==> config.mk <==
export PLATFORM = sky130hd
export DESIGN_NAME = adc_seq_ctrl
export DESIGN_NICKNAME = d
export VERILOG_FILES = /design/src/rtl/adcseq_pkg.sv /design/src/rtl/adcseq_trig.sv /design/src/rtl/adcseq_window.sv /design/src/rtl/adc_seq_ctrl.sv
export SDC_FILE = /design/constraint.sdc
export NUM_CORES = 1
export LEC_CHECK = 0
export ABC_AREA = 1
export BUFFER_PORTS_ARGS = -buffer_cell sky130_fd_sc_hd__buf_2
export CORE_MARGIN = 5
export CORE_UTILIZATION = 50
export CTS_BUF_LIST = sky130_fd_sc_hd__clkbuf_4 sky130_fd_sc_hd__clkbuf_8
export CTS_CLUSTER_DIAMETER = 30
export DETAILED_ROUTE_END_ITERATION = 12
export GPL_ROUTABILITY_DRIVEN = 0
export PLACE_DENSITY = 0.84
export SYNTH_ARGS = -nofsm -noshare
export SYNTH_HDL_FRONTEND = slang
export SYNTH_SLANG_ARGS = --single-unit
==> constraint.sdc <==
create_clock -name clk -period 5.3 [get_ports clk]
set_clock_uncertainty 0.1 [all_clocks]
set_input_delay 1.06 -clock clk [delete_from_list [all_inputs] [get_ports clk]]
set_output_delay 1.06 -clock clk [all_outputs]
set_load 0.02 [all_outputs]
==> src/rtl/adcseq_pkg.sv <==
package adcseq_pkg;

    localparam int CNT_W = 9;

    typedef enum logic [1:0] {RES_12 = 2'd0, RES_10 = 2'd1, RES_8 = 2'd2, RES_6 = 2'd3} res_e;
    typedef enum logic [1:0] {EDGE_NONE = 2'd0, EDGE_RISE = 2'd1, EDGE_FALL = 2'd2, EDGE_BOTH = 2'd3} edge_e;
    typedef enum logic [1:0] {PH_IDLE = 2'd0, PH_SAMPLE = 2'd1, PH_CONVERT = 2'd2} phase_e;

    function automatic logic [CNT_W-1:0] sample_cycles(input logic [2:0] code);
        case (code)
            3'd0:    return 9'd3;
            3'd1:    return 9'd15;
            3'd2:    return 9'd28;
            3'd3:    return 9'd56;
            3'd4:    return 9'd84;
            3'd5:    return 9'd112;
            3'd6:    return 9'd144;
            default: return 9'd480;
        endcase
    endfunction

    function automatic logic [CNT_W-1:0] proc_cycles(input res_e res);
        case (res)
            RES_12:  return 9'd12;
            RES_10:  return 9'd11;
            RES_8:   return 9'd9;
            default: return 9'd7;
        endcase
    endfunction

endpackage

==> src/rtl/adcseq_trig.sv <==
module adcseq_trig
    import adcseq_pkg::*;
(
    input  logic       clk,
    input  logic       rst,
    input  logic       sw_start,
    input  logic       ext_trig,
    input  logic [1:0] edge_sel,
    output logic       start_req
);
    logic prev_q;
    logic rise, fall, ext_evt;

    assign rise = ext_trig & ~prev_q;
    assign fall = ~ext_trig & prev_q;

    always_comb begin
        case (edge_e'(edge_sel))
            EDGE_RISE: ext_evt = rise;
            EDGE_FALL: ext_evt = fall;
            EDGE_BOTH: ext_evt = rise | fall;
            default:   ext_evt = 1'b0;
        endcase
    end

    assign start_req = sw_start | ext_evt;

    always_ff @(posedge clk) begin
        if (rst) prev_q <= 1'b0;
        else     prev_q <= ext_trig;
    end
endmodule

==> src/rtl/adcseq_window.sv <==
module adcseq_window
    import adcseq_pkg::*;
#(
    parameter int W = CNT_W
)(
    input  logic         clk,
    input  logic         rst,
    input  logic         start,
    input  logic [W-1:0] smp_len,
    input  logic [W-1:0] proc_len,
    output logic         sampling,
    output logic         converting,
    output logic         done
);
    phase_e       ph_q;
    logic [W-1:0] cnt_q;

    assign sampling   = (ph_q == PH_SAMPLE);
    assign converting = (ph_q == PH_CONVERT);
    assign done       = converting && (cnt_q == '0);

    always_ff @(posedge clk) begin
        if (rst) begin
            ph_q  <= PH_IDLE;
            cnt_q <= '0;
        end else begin
            case (ph_q)
                PH_IDLE: if (start) begin
                    ph_q  <= PH_SAMPLE;
                    cnt_q <= smp_len - 1'b1;
                end
                PH_SAMPLE: if (cnt_q == '0) begin
                    ph_q  <= PH_CONVERT;
                    cnt_q <= proc_len - 1'b1;
                end else begin
                    cnt_q <= cnt_q - 1'b1;
                end
                PH_CONVERT: if (cnt_q == '0) begin
                    if (start) begin
                        ph_q  <= PH_SAMPLE;
                        cnt_q <= smp_len - 1'b1;
                    end else begin
                        ph_q <= PH_IDLE;
                    end
                end else begin
                    cnt_q <= cnt_q - 1'b1;
                end
                default: ph_q <= PH_IDLE;
            endcase
        end
    end

    // shortest sampling and processing times exceed one cycle
    a_r4_convert_min: assert property (@(posedge clk) disable iff (rst)
        $rose(converting) |=> converting);
    a_r4_sample_min: assert property (@(posedge clk) disable iff (rst)
        $rose(sampling) |=> sampling);
endmodule

==> src/rtl/adc_seq_ctrl.sv <==
module adc_seq_ctrl
    import adcseq_pkg::*;
#(
    parameter int MAX_RANKS = 16,
    parameter int CH_W      = 5,
    parameter int DATA_W    = 12,
    parameter int DISC_W    = 3,
    localparam int NUM_CH   = 1 << CH_W,
    localparam int RANK_W   = $clog2(MAX_RANKS)
)(
    input  logic                      clk,
    input  logic                      rst,
    input  logic [RANK_W-1:0]         cfg_seq_len,
    input  logic [MAX_RANKS*CH_W-1:0] cfg_rank_ch,
    input  logic [NUM_CH*3-1:0]       cfg_smp_code,
    input  logic [1:0]                cfg_res,
    input  logic                      cfg_scan,
    input  logic                      cfg_cont,
    input  logic                      cfg_disc,
    input  logic [DISC_W-1:0]         cfg_disc_len,
    input  logic [1:0]                cfg_edge,
    input  logic                      cfg_eoc_per_rank,
    input  logic                      sw_start,
    input  logic                      ext_trig,
    input  logic                      rd_strobe,
    input  logic                      ovr_clr,
    input  logic [DATA_W-1:0]         conv_data,
    output logic [CH_W-1:0]           conv_ch,
    output logic                      conv_sample,
    output logic                      conv_convert,
    output logic [DATA_W-1:0]         dout,
    output logic                      eoc,
    output logic                      ovr,
    output logic                      busy
);
    typedef struct packed {
        logic seq_end;
        logic grp_end;
        logic overrun;
        logic go_on;
    } step_t;

    logic [RANK_W-1:0] rank_q, start_rank, next_rank, last_rank, win_rank;
    logic [DISC_W-1:0] sub_q;
    logic              busy_q, eoc_q, ovr_q;
    logic [DATA_W-1:0] dout_q;
    logic              start_req, accept, disc_eff;
    logic              win_start, win_done, sampling, converting;
    logic [CH_W-1:0]   win_ch;
    logic [CNT_W-1:0]  win_smp, win_proc;
    step_t             step;

    adcseq_trig u_trig (
        .clk       (clk),
        .rst       (rst),
        .sw_start  (sw_start),
        .ext_trig  (ext_trig),
        .edge_sel  (cfg_edge),
        .start_req (start_req)
    );

    assign disc_eff   = cfg_disc & cfg_scan & ~cfg_cont;
    assign last_rank  = cfg_scan ? cfg_seq_len : '0;
    assign start_rank = disc_eff ? rank_q : '0;
    assign accept     = start_req & ~busy_q & ~ovr_q;

    always_comb begin
        step.seq_end = (rank_q == last_rank);
        step.grp_end = disc_eff && (sub_q == cfg_disc_len);
        step.overrun = win_done & cfg_eoc_per_rank & eoc_q & ~rd_strobe;
        step.go_on   = win_done & ~step.overrun &
                       ((step.seq_end & cfg_cont) | (~step.seq_end & ~step.grp_end));
    end

    assign next_rank = step.seq_end ? '0 : rank_q + 1'b1;
    assign win_rank  = accept ? start_rank : next_rank;
    assign win_ch    = cfg_rank_ch[win_rank*CH_W +: CH_W];
    assign win_smp   = sample_cycles(cfg_smp_code[win_ch*3 +: 3]);
    assign win_proc  = proc_cycles(res_e'(cfg_res));
    assign win_start = accept | step.go_on;

    adcseq_window #(.W(CNT_W)) u_win (
        .clk        (clk),
        .rst        (rst),
        .start      (win_start),
        .smp_len    (win_smp),
        .proc_len   (win_proc),
        .sampling   (sampling),
        .converting (converting),
        .done       (win_done)
    );

    always_ff @(posedge clk) begin
        if (rst) begin
            rank_q <= '0;
            sub_q  <= '0;
            busy_q <= 1'b0;
            eoc_q  <= 1'b0;
            ovr_q  <= 1'b0;
            dout_q <= '0;
        end else begin
            if (accept) begin
                busy_q <= 1'b1;
                rank_q <= start_rank;
                sub_q  <= '0;
            end
            if (win_done) begin
                dout_q <= conv_data;
                rank_q <= next_rank;
                if (step.overrun) begin
                    busy_q <= 1'b0;
                    rank_q <= '0;
                    sub_q  <= '0;
                end else if (step.go_on) begin
                    sub_q <= step.seq_end ? '0 : sub_q + 1'b1;
                end else begin
                    busy_q <= 1'b0;
                    sub_q  <= '0;
                end
            end
            if (win_done && (cfg_eoc_per_rank || step.seq_end)) eoc_q <= 1'b1;
            else if (rd_strobe)                                 eoc_q <= 1'b0;
            if (step.overrun)  ovr_q <= 1'b1;
            else if (ovr_clr)  ovr_q <= 1'b0;
        end
    end

    assign conv_ch      = cfg_rank_ch[rank_q*CH_W +: CH_W];
    assign conv_sample  = sampling;
    assign conv_convert = converting;
    assign dout         = dout_q;
    assign eoc          = eoc_q;
    assign ovr          = ovr_q;
    assign busy         = busy_q;

    // a halted sequencer opens no new window
    a_r11_halt_no_sample: assert property (@(posedge clk) disable iff (rst)
        ovr_q |-> !sampling);
    // windows only inside a busy pass
    a_r6_window_in_busy: assert property (@(posedge clk) disable iff (rst)
        (sampling || converting) |-> busy_q);
    // sequence-end mode raises eoc only after the last rank
    a_r10_seq_eoc_last: assert property (@(posedge clk) disable iff (rst)
        ($rose(eoc_q) && $past(!cfg_eoc_per_rank)) |-> $past(rank_q == last_rank));
    // with scan off the pointer stays on rank 1
    a_r2_scan_off_rank: assert property (@(posedge clk) disable iff (rst)
        (busy_q && !cfg_scan) |-> (rank_q == '0));
endmodule

# [Yosys cells after proc, flatten, opt, wreduce, memory -nomap -nowiden]
# Index checks and enable logic that the tools add are counted.
[word_totals] wordCells=109 input_bits=209 output_inout_bits=22 regBits=34
[op_classes] n_mul=3 n_eq_ne=18 bitwise_logic=26 n_shift=3 mux=32 addsub=5 reduce_logical=13
[ops] cell="variable part select 80 x 8 -> 5 bit" n=2
[ops] cell="variable part select 96 x 8 -> 3 bit" n=1
[ops] cell="case mux 9 bit (7 select lines)" n=1
[ops] cell="two-way mux 4 bit" n=7
[ops] cell="two-way mux 9 bit" n=3
[ops] cell="case mux 9 bit (3 select lines)" n=1
[ops] cell="subtractor 9 x 1 -> 9 bit (second input constant)" n=2
[ops] cell="two-way mux 3 bit" n=5
[ops] cell="multiplier 4 x 3 -> 7 bit (second input constant)" n=2
[ops] cell="AND 1 bit" n=13
[ops] cell="case mux 4 bit (3 select lines)" n=1
[ops] cell="equality test 3 bit (second input constant)" n=3
[ops] cell="zero test 9 bit" n=1
[ops] cell="two-way mux 1 bit" n=9
[ops] cell="NOT 1 bit" n=9
[ops] cell="equality test 2 bit (second input constant)" n=4
[ops] cell="multiplier 5 x 2 -> 7 bit (second input constant)" n=1
[ops] cell="equality test 2 x 1 -> 1 bit (second input constant)" n=3
[ops] cell="equality test 3 x 2 -> 1 bit (second input constant)" n=2
[ops] cell="two-way mux 2 bit" n=3
[ops] cell="case mux 2 bit (3 select lines)" n=1
[ops] cell="nonzero test 2 bit" n=3
[ops] cell="subtractor 4 x 1 -> 5 bit (second input constant)" n=1
[ops] cell="adder 4 x 1 -> 4 bit (second input constant)" n=1
[ops] cell="other kinds (14)" n=21

# [Depth between registers and ports, before layout]
# Gate-level depths: netlist of run 1.
[logic_depth] ltp_word=18 ltp_mapped=37 ltp_nobuf=36

# [Modules after synthesis]
# A second synthesis of run 1 with hierarchy kept.
[hier_totals] hier_cells=1047 hier_area_um2=5739.3
[by_module_without_submodules] mod="adc_seq_ctrl" cells_per_inst=781 seq_area_each_um2=440.4 area_each_um2=4236.6 n_inst=1
[by_module_without_submodules] mod="adcseq_window" cells_per_inst=249 seq_area_each_um2=220.2 area_each_um2=1402.6 n_inst=1
[by_module_without_submodules] mod="adcseq_trig" cells_per_inst=17 seq_area_each_um2=20.0 area_each_um2=100.1 n_inst=1

# [Worst setup path after synthesis of run 1]
# Ideal clock, no wire load.
[synth_timing] path_type="input-to-reg" start="input port ext_trig" end="register u_win.cnt_q[2]" setup_time_ns=0.074 t_arrival_ns=4.353 n_path_buf=3 slack_ns=0.772 stages=31 required_time_ns=5.126 path_cell_list="inv_1 ha_1 nand2_1 nand3_1 nand3_2 nand2_4 inv_2 nand2_1 nand2_1 buf_4 nand2_1 nand3_1 nand3_1 nand3_2 nand2_2 buf_6 buf_8 o211ai_1 nand3_1 nand3_1 nand3_1 nand2_2 nand2_2 nand2_1 nand3b_1 ha_1 o21ai_0 o21ai_0 nand2_1 nand3_1 a31oi_1"
[synth_via] elab_chain_len=18 word_cells_on_any_way=26 classes_between="add/sub: 1; mul: 2; eq/ne: 6; shift: 2; mux: 6; bitwise: 8; reduce/logical: 1"
[synth_rtl] element="start: declaration" line="adc_seq_ctrl.sv:24" rtl="input logic ext_trig,"
[synth_rtl] element="NOT 1 bit" line="adcseq_trig.sv:15" rtl="assign fall = ~ext_trig & prev_q;"
[synth_rtl] element="AND 1 bit" line="adcseq_trig.sv:15"
[synth_rtl] element="bitwise OR 1 bit" line="adcseq_trig.sv:21" rtl="EDGE_BOTH: ext_evt = rise | fall;"
[synth_rtl] element="case mux 1 bit (3 select lines) *" line="adcseq_trig.sv:18" rtl="case (edge_e'(edge_sel))"
[synth_rtl] element="bitwise OR 1 bit *" line="adcseq_trig.sv:26" rtl="assign start_req = sw_start | ext_evt;"
[synth_rtl] element="AND 1 bit * (2 in series)" line="adc_seq_ctrl.sv:65" rtl="assign accept = start_req & ~busy_q & ~ovr_q;"
[synth_rtl] element="two-way mux 4 bit" line="adc_seq_ctrl.sv:76" rtl="assign win_rank = accept ? start_rank : next_rank;"
[synth_rtl] element="multiplier 4 x 3 -> 7 bit" line="adc_seq_ctrl.sv:77" rtl="assign win_ch = cfg_rank_ch[win_rank*CH_W +: CH_W];"
[synth_rtl] element="variable part select 80 x 8 -> 5 bit" line="adc_seq_ctrl.sv:77"
[synth_rtl] element="multiplier 5 x 2 -> 7 bit" line="adc_seq_ctrl.sv:78" rtl="assign win_smp = sample_cycles(cfg_smp_code[win_ch*3 +: 3]);"
[synth_rtl] element="variable part select 96 x 8 -> 3 bit" line="adc_seq_ctrl.sv:78"
[synth_rtl] element="equality test 3 bit, or another cell as far along" line="adcseq_pkg.sv:10" rtl="case (code)"
[synth_rtl] element="case mux 9 bit (7 select lines)" line="adcseq_pkg.sv:10"
[synth_rtl] element="subtractor 9 x 1 -> 9 bit" line="adcseq_window.sv:30, adcseq_window.sv:41"
[synth_rtl] element="two-way mux 9 bit *" line="adcseq_window.sv:28, adcseq_window.sv:39"
[synth_rtl] element="two-way mux 9 bit" line="adcseq_window.sv:38" rtl="PH_CONVERT: if (cnt_q == '0) begin"
[synth_rtl] element="case mux 9 bit (3 select lines) *" line="adcseq_window.sv:27" rtl="case (ph_q)"
[synth_rtl] element="end signal: assignment" line="adcseq_window.sv:30" rtl="cnt_q <= smp_len - 1'b1;"
[synth_rtl] element="end signal: assignment" line="adcseq_window.sv:34" rtl="cnt_q <= proc_len - 1'b1;"
[synth_rtl] element="end signal: assignment" line="adcseq_window.sv:41" rtl="cnt_q <= smp_len - 1'b1;"
[synth_rtl] element="end: declaration" line="adcseq_window.sv:16" rtl="logic [W-1:0] cnt_q;"
# Every way passes the cells marked *; elsewhere a longest branch is shown, timed or not.
# A chain may end at the register's enable or synchronous reset.

# [Worst setup path after layout of run 1]
# Ends and elaborated chain as after synthesis.

==> metrics.md, run 1 <==
| Metric | Value |
|---|---|
| Outcome | `complete, no violations` |
| Initial core utilization | `50.4%` |
| Maximum fanout along the worst path | `49` |
| Seq/Total Area, Yosys | `between 10% and 20%` |
| FP Rows | `37` |
| WL final | `17.8 mm` |
| CTS Hold Buffers Added | `0` |
| Fin util | `62.2%` |
| Detailed Place HPWL | `13.6 mm` |
| Layout cells sized above 1 | `26.8%` |
| I/O pins | `approximately 230` |
| Bufs and invs on worst path | `4` |
| Die W | `111 µm` |
| Endpoints failing setup | `0` |
| Largest net degree at the start of global routing | `58` |
| Depth of the CTS H-tree | `2` |
| Crit. End Element | `flip-flop` |
| Vias in the first global route | `6,122` |
| Slowest CP cell | `ha_1` |
| Ys Warns | `0` |
| Count of different cell masters after synthesis | `42` |
| Clock Tree Buf Depth | `2` |
| Clk_lat worst skew | `approximately 0.29 ns` |
| DIE HEIGHT | `111 µm` |
| First-pass GRT wire length | `28.9 mm` |
| Met1 usage | `a little over a third` |
| DRT iter0 DRCs | `765` |
| Final Hold Fails | `0` |
| Critical path's largest stage delay | `~0.30 ns` |
| CTS Sinks | `34` |
| Drt pass-1 iters | `5` |
| Global route overflow | `0` |
| CTS tree | `built` |
| Required time of the critical path | `~5.4 ns` |
| Final ANT Viol Nets | `0` |
| # Max-Cap Violations | `0` |
| Count of pins over their slew limit | `0` |
| Cell area after synthesis | `between 0.005 and 0.006 mm²` |
| Slew @ Worst Pin | `0.590 ns` |
| DR DRC count | `0` |
| Static Leak | `3.36 nW` |
| Post-synth EDFFs | `0` |
| Vias/cell | `5.51` |
| Post-CTS setup buffers | `0` |
| Synth Instances | `898` |
| Busiest grt layer | `met2` |
| GRT Util Overall | `26.9%` |
| Highest Clock Rate | `around 0.21 GHz` |
| Worst vdd ir | `0.285 mV` |
| Ys async rst share | `0%` |
| PortBufs | `230` |
| Top post-synthesis cells by area | `nand3_1 15%, nand2_1 15%, dfxtp_1 13%` |
| Nets | `1,321` |
| Prevailing post-synth register cell | `dfxtp_1` |
| Seq cells post-synth | `34` |
| Routed WL per cell | `~14 µm` |
| Cell taking the most area after synthesis | `nand3_1` |
| Area Growth Syn to Fin | `23.4%` |
| WP data arrival | `4.99 ns` |
| P per Cell Area | `~300 mW/mm²` |
| Global routing usage on met2 | `44.1%` |
| Top cells by count, synth | `200 x nand2_1, 152 x nand3_1, 106 x inv_1, 72 x o21ai_0, 64 x nor2_1` |
| Max-slew headroom | `60.6%` |
| Die area | `0.0124 mm²` |
| DR vias | `6,794` |
| Mean post-synth cell area | `5.72 µm²` |
| Worst-path clk slew | `0.07 ns` |
| Core footprint | `0.0102 mm²` |
| GRT met3 Usage | `4.64%` |
| Total negative slack | `0 ns` |
| RSZ-0062 raised after global routing | `false` |
| Crit path launch type | `input port` |
| Initial antenna violation count | `0` |
| Hold Crit Class | `flip-flop to flip-flop` |
| Syn nets | `1,122` |
| CP Class | `input port to flip-flop` |
| Synth top area share | `14.8%` |
| CTS Buf Count | `5` |
| Fin crit period | `4.87 ns` |
| Most frequent CP cell | `nand3_1` |
| Root buffer cell | `clkbuf_8` |
| Ant. Diodes | `0` |
| Tcrit/Tclk final | `91.8%` |
| Count leader, synth | `nand2_1` |
| Family with the most delay on the worst path | `simple AND/OR/NAND/NOR gates` |
[report_power, final]
group          internal, mW  leakage, nW  switching (mW)
clock network         0.110       0.0517          0.0984
logic                 0.499         3.03           0.887
registers             0.309        0.277          0.0452
total                 0.918         3.36            1.03
[placed cells by master, fill, tap and decap left out, drive strengths merged, types with 15 or more instances in the layout]
master | Yosys | routed
buf | 36 | 247
nand2 | 212 | 212
nand3 | 158 | 158
inv | 118 | 118
o21ai | 80 | 80
nor2 | 65 | 65
a21oi | 46 | 46
o211ai | 42 | 42
dfxtp | 34 | 34
nand3b | 30 | 30
ha | 15 | 15
[worst paths after layout]
| path | startpoint | to | slack [ns] | cells after the start |
|---|---|---|---|---|
| setup reg to reg | rank_q[1] | u_win.cnt_q[2] | 0.62 | 28 |
| hold reg to reg | sub_q[1] | sub_q[1] | 0.40 | 2 |
| hold / removal | sub_q[1] | sub_q[1] | 0.40 | 2 |
| setup / recovery | ext_trig | u_win.cnt_q[2] | 0.43 | 28 |
[flip-flops by register name (all words and copies together), names as in the netlist]
name,count
rank_q,4
eoc,1
u_trig.prev_q,1
u_win.cnt_q,9
sub_q,3
dout,12
busy,1
ovr,1
u_win.ph_q,2
[per-layer routing]
metal / wire (µm) / share of wire [%]
met4: 318 / 1.8
met2: 8270 / 46
met3: 1590 / 8.9
met5: 0 / 0
met1: 7620 / 43
[worst min-delay path, stage by stage, from the launching register on]
cell,delay [ns]
dfxtp_1,0.33
nand2_1,0.07
a21oi_1,0.05
[cells by family after synthesis]
group | Yosys count | synth area share, %
and+or+nand+nor | 473 | 42.5
buffers and inverters | 173 | 15.9
xor gates and xnor gates | 12 | 2.05
DFF | 34 | 13.3
adders and majority gates | 15 | 3.66
AOI/OAI and AO/OA | 191 | 22.6
[area by class of cell]
type,instances,area (µm²)
fill,1008,3850
clock buffer,7,90.1
sequential,34,681
tap,136,170
clock inverter,1,5.00
timing repair buffer,247,1290
inverter,118,450
multi-input combinational,691,3640
[stage by stage]
step / std cells / power (mW) / hold WS [ns] / setup slack, ns / instance area (µm²)
after global placement: 1226 / 1.69 / 0.390 / 0.228 / 6230
after global routing: 1234 / 2.14 / 0.429 / 0.0219 / 6330
after floorplan: 898 / 1.42 / 0.372 / 0.772 / 5130
after CTS: 1234 / 1.93 / 0.400 / 0.412 / 6320
final: 1234 / 1.95 / 0.402 / 0.434 / 6330
after detailed placement: 1226 / 1.72 / 0.385 / 0.122 / 6230
[timing repair]
| item | 4_1_cts | 5_1_grt |
|---|---|---|
| setup endpoints to repair | 0 | 2 |
| gates resized for setup | 0 | 5 |
| hold endpoints to repair | 0 | 0 |
(Power assumes the default switching activity.)
==> run 2: changes to the inputs <==
Settings changed: GPL_TIMING_DRIVEN set to 0.
==> run 2 against run 1 <==
Clock power grew 15%. Sequential share of layout area down 0.41 points. Final cell count grew 3.2%. Via count grew 5.3%. Largest cell class unchanged. Register-to-register slack better by 0.34 ns. Clock-buffer cell count shrank 2. Setup slack improved by 0.011 ns.
==> metrics.md, run 2 (synthesis results as in run 1) <==
| Metric | Value |
|---|---|
| Outcome | `complete, no violations` |
| FF-to-FF setup slack | `0.96 ns (+0.34 ns)` |
| Final Hold Fails | `0 (unchanged)` |
| Critical path origin | `ext_trig` |
| Drt pass-1 iters | `6 (+1)` |
| HP Start | `sub_q[1]` |
| Fillers | `1,043 (+3.5%)` |
| Area after DPL | `0.00645 mm² (+3.6%)` |
| Slowest CP cell | `ha_1` |
| Depth of the CTS H-tree | `2 (unchanged)` |
| Clk_lat worst skew | `0.29 ns (about the same)` |
| Worst-path clk slew | `0.08 ns (about the same)` |
| Slew @ Worst Pin | `0.614 ns (+0.0234 ns)` |
| WP data arrival | `4.98 ns (about the same)` |
| Global route overflow | `0 (unchanged)` |
| RR Endpoint | `u_win.cnt_q[3]` |
| GRT Util Overall | `29.2% (+2.3 points)` |
| Reg-to-reg startpoint | `rank_q[3]` |
| Crit path launch type | `input port` |
| Hold Crit Depth | `2 (unchanged)` |
| Most frequent CP cell | `nand2_1` |
| Vias in the first global route | `6,653 (+8.7%)` |
| WL final | `19.4 mm (+9.2%)` |
| Nets | `1,361 (+3.0%)` |
| Total negative slack | `0 ns (unchanged)` |
| Layout cells sized above 1 | `27.8% (+0.99 points)` |
| DR vias | `7,153 (+5.3%)` |
| Largest net degree at the start of global routing | `12 (-79%)` |
| DR DRC count | `0 (unchanged)` |
| Initial antenna violation count | `0 (unchanged)` |
| Max-slew headroom | `59.1% (-1.5 points)` |
| Clock Tree Buf Depth | `2 (unchanged)` |
| Worst hold slack | `0.403 ns (+0.00140 ns)` |
| First-pass GRT wire length | `31.1 mm (+7.6%)` |
| CTS Buf Count | `5 (unchanged)` |
| Static Leak | `3.49 nW (+4.0%)` |
| Required time of the critical path | `5.43 ns (about the same)` |
| Die area | `0.0124 mm² (unchanged)` |
| CP Class | `input port to flip-flop` |
| Fin area | `0.00659 mm² (+4.0%)` |
| Final ANT Viol Nets | `0 (unchanged)` |
| Ant. Diodes | `0 (unchanged)` |
| Min-Delay Endpoint | `sub_q[1]` |
| Highest Clock Rate | `0.206 GHz (+0.22%)` |
| Root buffer cell | `clkbuf_8` |
| Count of pins over their slew limit | `0 (unchanged)` |
| CTS tree | `built` |
| Die W | `111 µm (unchanged)` |
| DIE HEIGHT | `111 µm (unchanged)` |
| DRT iter0 DRCs | `908 (+19%)` |
| Area of the multi-input gates | `0.00364 mm² (about the same)` |
| Initial core utilization | `50.4% (unchanged)` |
| # Max-Cap Violations | `0 (unchanged)` |
| Routed WL per cell | `15.2 µm (+5.7%)` |
| Most common cell after layout, fill and taps aside | `buf_2` |
| Sequential cell area | `681 µm² (unchanged)` |
| I/O pins | `231 (unchanged)` |
| Area Growth Syn to Fin | `28.3%` |
| Crit. End Element | `flip-flop` |
| Vias/cell | `5.61 (+2.0%)` |
| Endpoints failing setup | `0 (unchanged)` |
| Tcrit/Tclk final | `91.6% (-0.20 points)` |
| Core footprint | `0.0102 mm² (unchanged)` |
| CTS Sinks | `34 (unchanged)` |
| PortBufs | `229 (-0.43%)` |
| Fin util | `64.7% (+2.5 points)` |
| Commonest cells after routing, fill and taps aside | `239 x buf_2, 199 x nand2_1, 152 x nand3_1` |
| Detailed Place HPWL | `15.1 mm (+11%)` |
| Worst R2R Path Depth | `34 (+21%)` |
| P per Cell Area | `313 mW/mm² (+1.9%)` |
| FP Rows | `37 (unchanged)` |
| Maximum fanout along the worst path | `10 (-80%)` |
| Worst vdd ir | `0.281 mV (-1.4%)` |
| Critical path's largest stage delay | `0.29 ns (about the same)` |
| Largest register FFs | `12 (unchanged)` |
| Hold Crit Class | `flip-flop to flip-flop` |
| CTS Hold Buffers Added | `0 (unchanged)` |
| Fin crit period | `4.85 ns (-0.0109 ns)` |
| RSZ-0062 raised after global routing | `false` |
-- run 2: cell count changes in the layout (fill, tap and decap cells not counted), sizes merged --
cell,change
buf,+21
clkbuf,+17
bufinv,+1
clkinv,+1
-- run 2: stage by stage --
stage	std cells	worst slack, ns	total power, mW
5_1_grt	1274	0.00341	2.26
3_5_place_dp	1263	0.0374	1.79
6_report	1274	0.445	2.06
2_1_floorplan	898	0.772	1.42
3_3_place_gp	1263	0.0701	1.78
4_1_cts	1271	0.311	2.04
-- run 2: timing repair --
action                                 4_1_cts  5_1_grt
endpoints found under the hold margin        0        0
resized for setup                            0        4
setup buffers                                0        3
setup endpoints to repair                    0        2
-- run 2: cell type report --
cell class,count,area share (%)
Multi-Input combinational cell,691,55.3
Sequential cell,34,10.3
Clock buffer,5,1.04
Timing Repair Buffer,232,17.7
Inverter,118,6.84
Clock inverter,3,0.608
Tap cell,136,2.58
Buffer,55,5.60
-- run 2: power breakdown --
| part | internal, mW | leakage [nW] | switching, mW |
|---|---|---|---|
| registers | 0.309 | 0.277 | 0.0439 |
| logic | 0.549 | 3.16 | 0.924 |
| clock network | 0.138 | 0.0579 | 0.100 |
-- run 2: routing by layer --
layer / GRT usage (%) / vias up / routed length (µm)
li1: - / 3492 / -
met1: 37.7 / 3125 / 7550
met2: 48.6 / 463 / 8930
met3: 6.11 / 73 / 2300
met4: 9.57 / 0 / 645
met5: 0 / - / 0
-- run 2: worst max-delay path by stage --
stage / endpoint
floorplan: u_win.cnt_q[2]
global placement: u_win.cnt_q[2]
detailed placement: u_win.cnt_q[2]
CTS: u_win.cnt_q[2]
global route: u_win.cnt_q[3]
finish: u_win.cnt_q[3]
-- run 2: critical path: cells and delay by family --
family                   cells  cell delay [ns]
AO/OA/AOI/OAI                2             0.27
buffers and inverters        7             0.81
AND/OR/NAND/NOR             25             2.29
adder cells (fa/ha/maj)      2             0.53
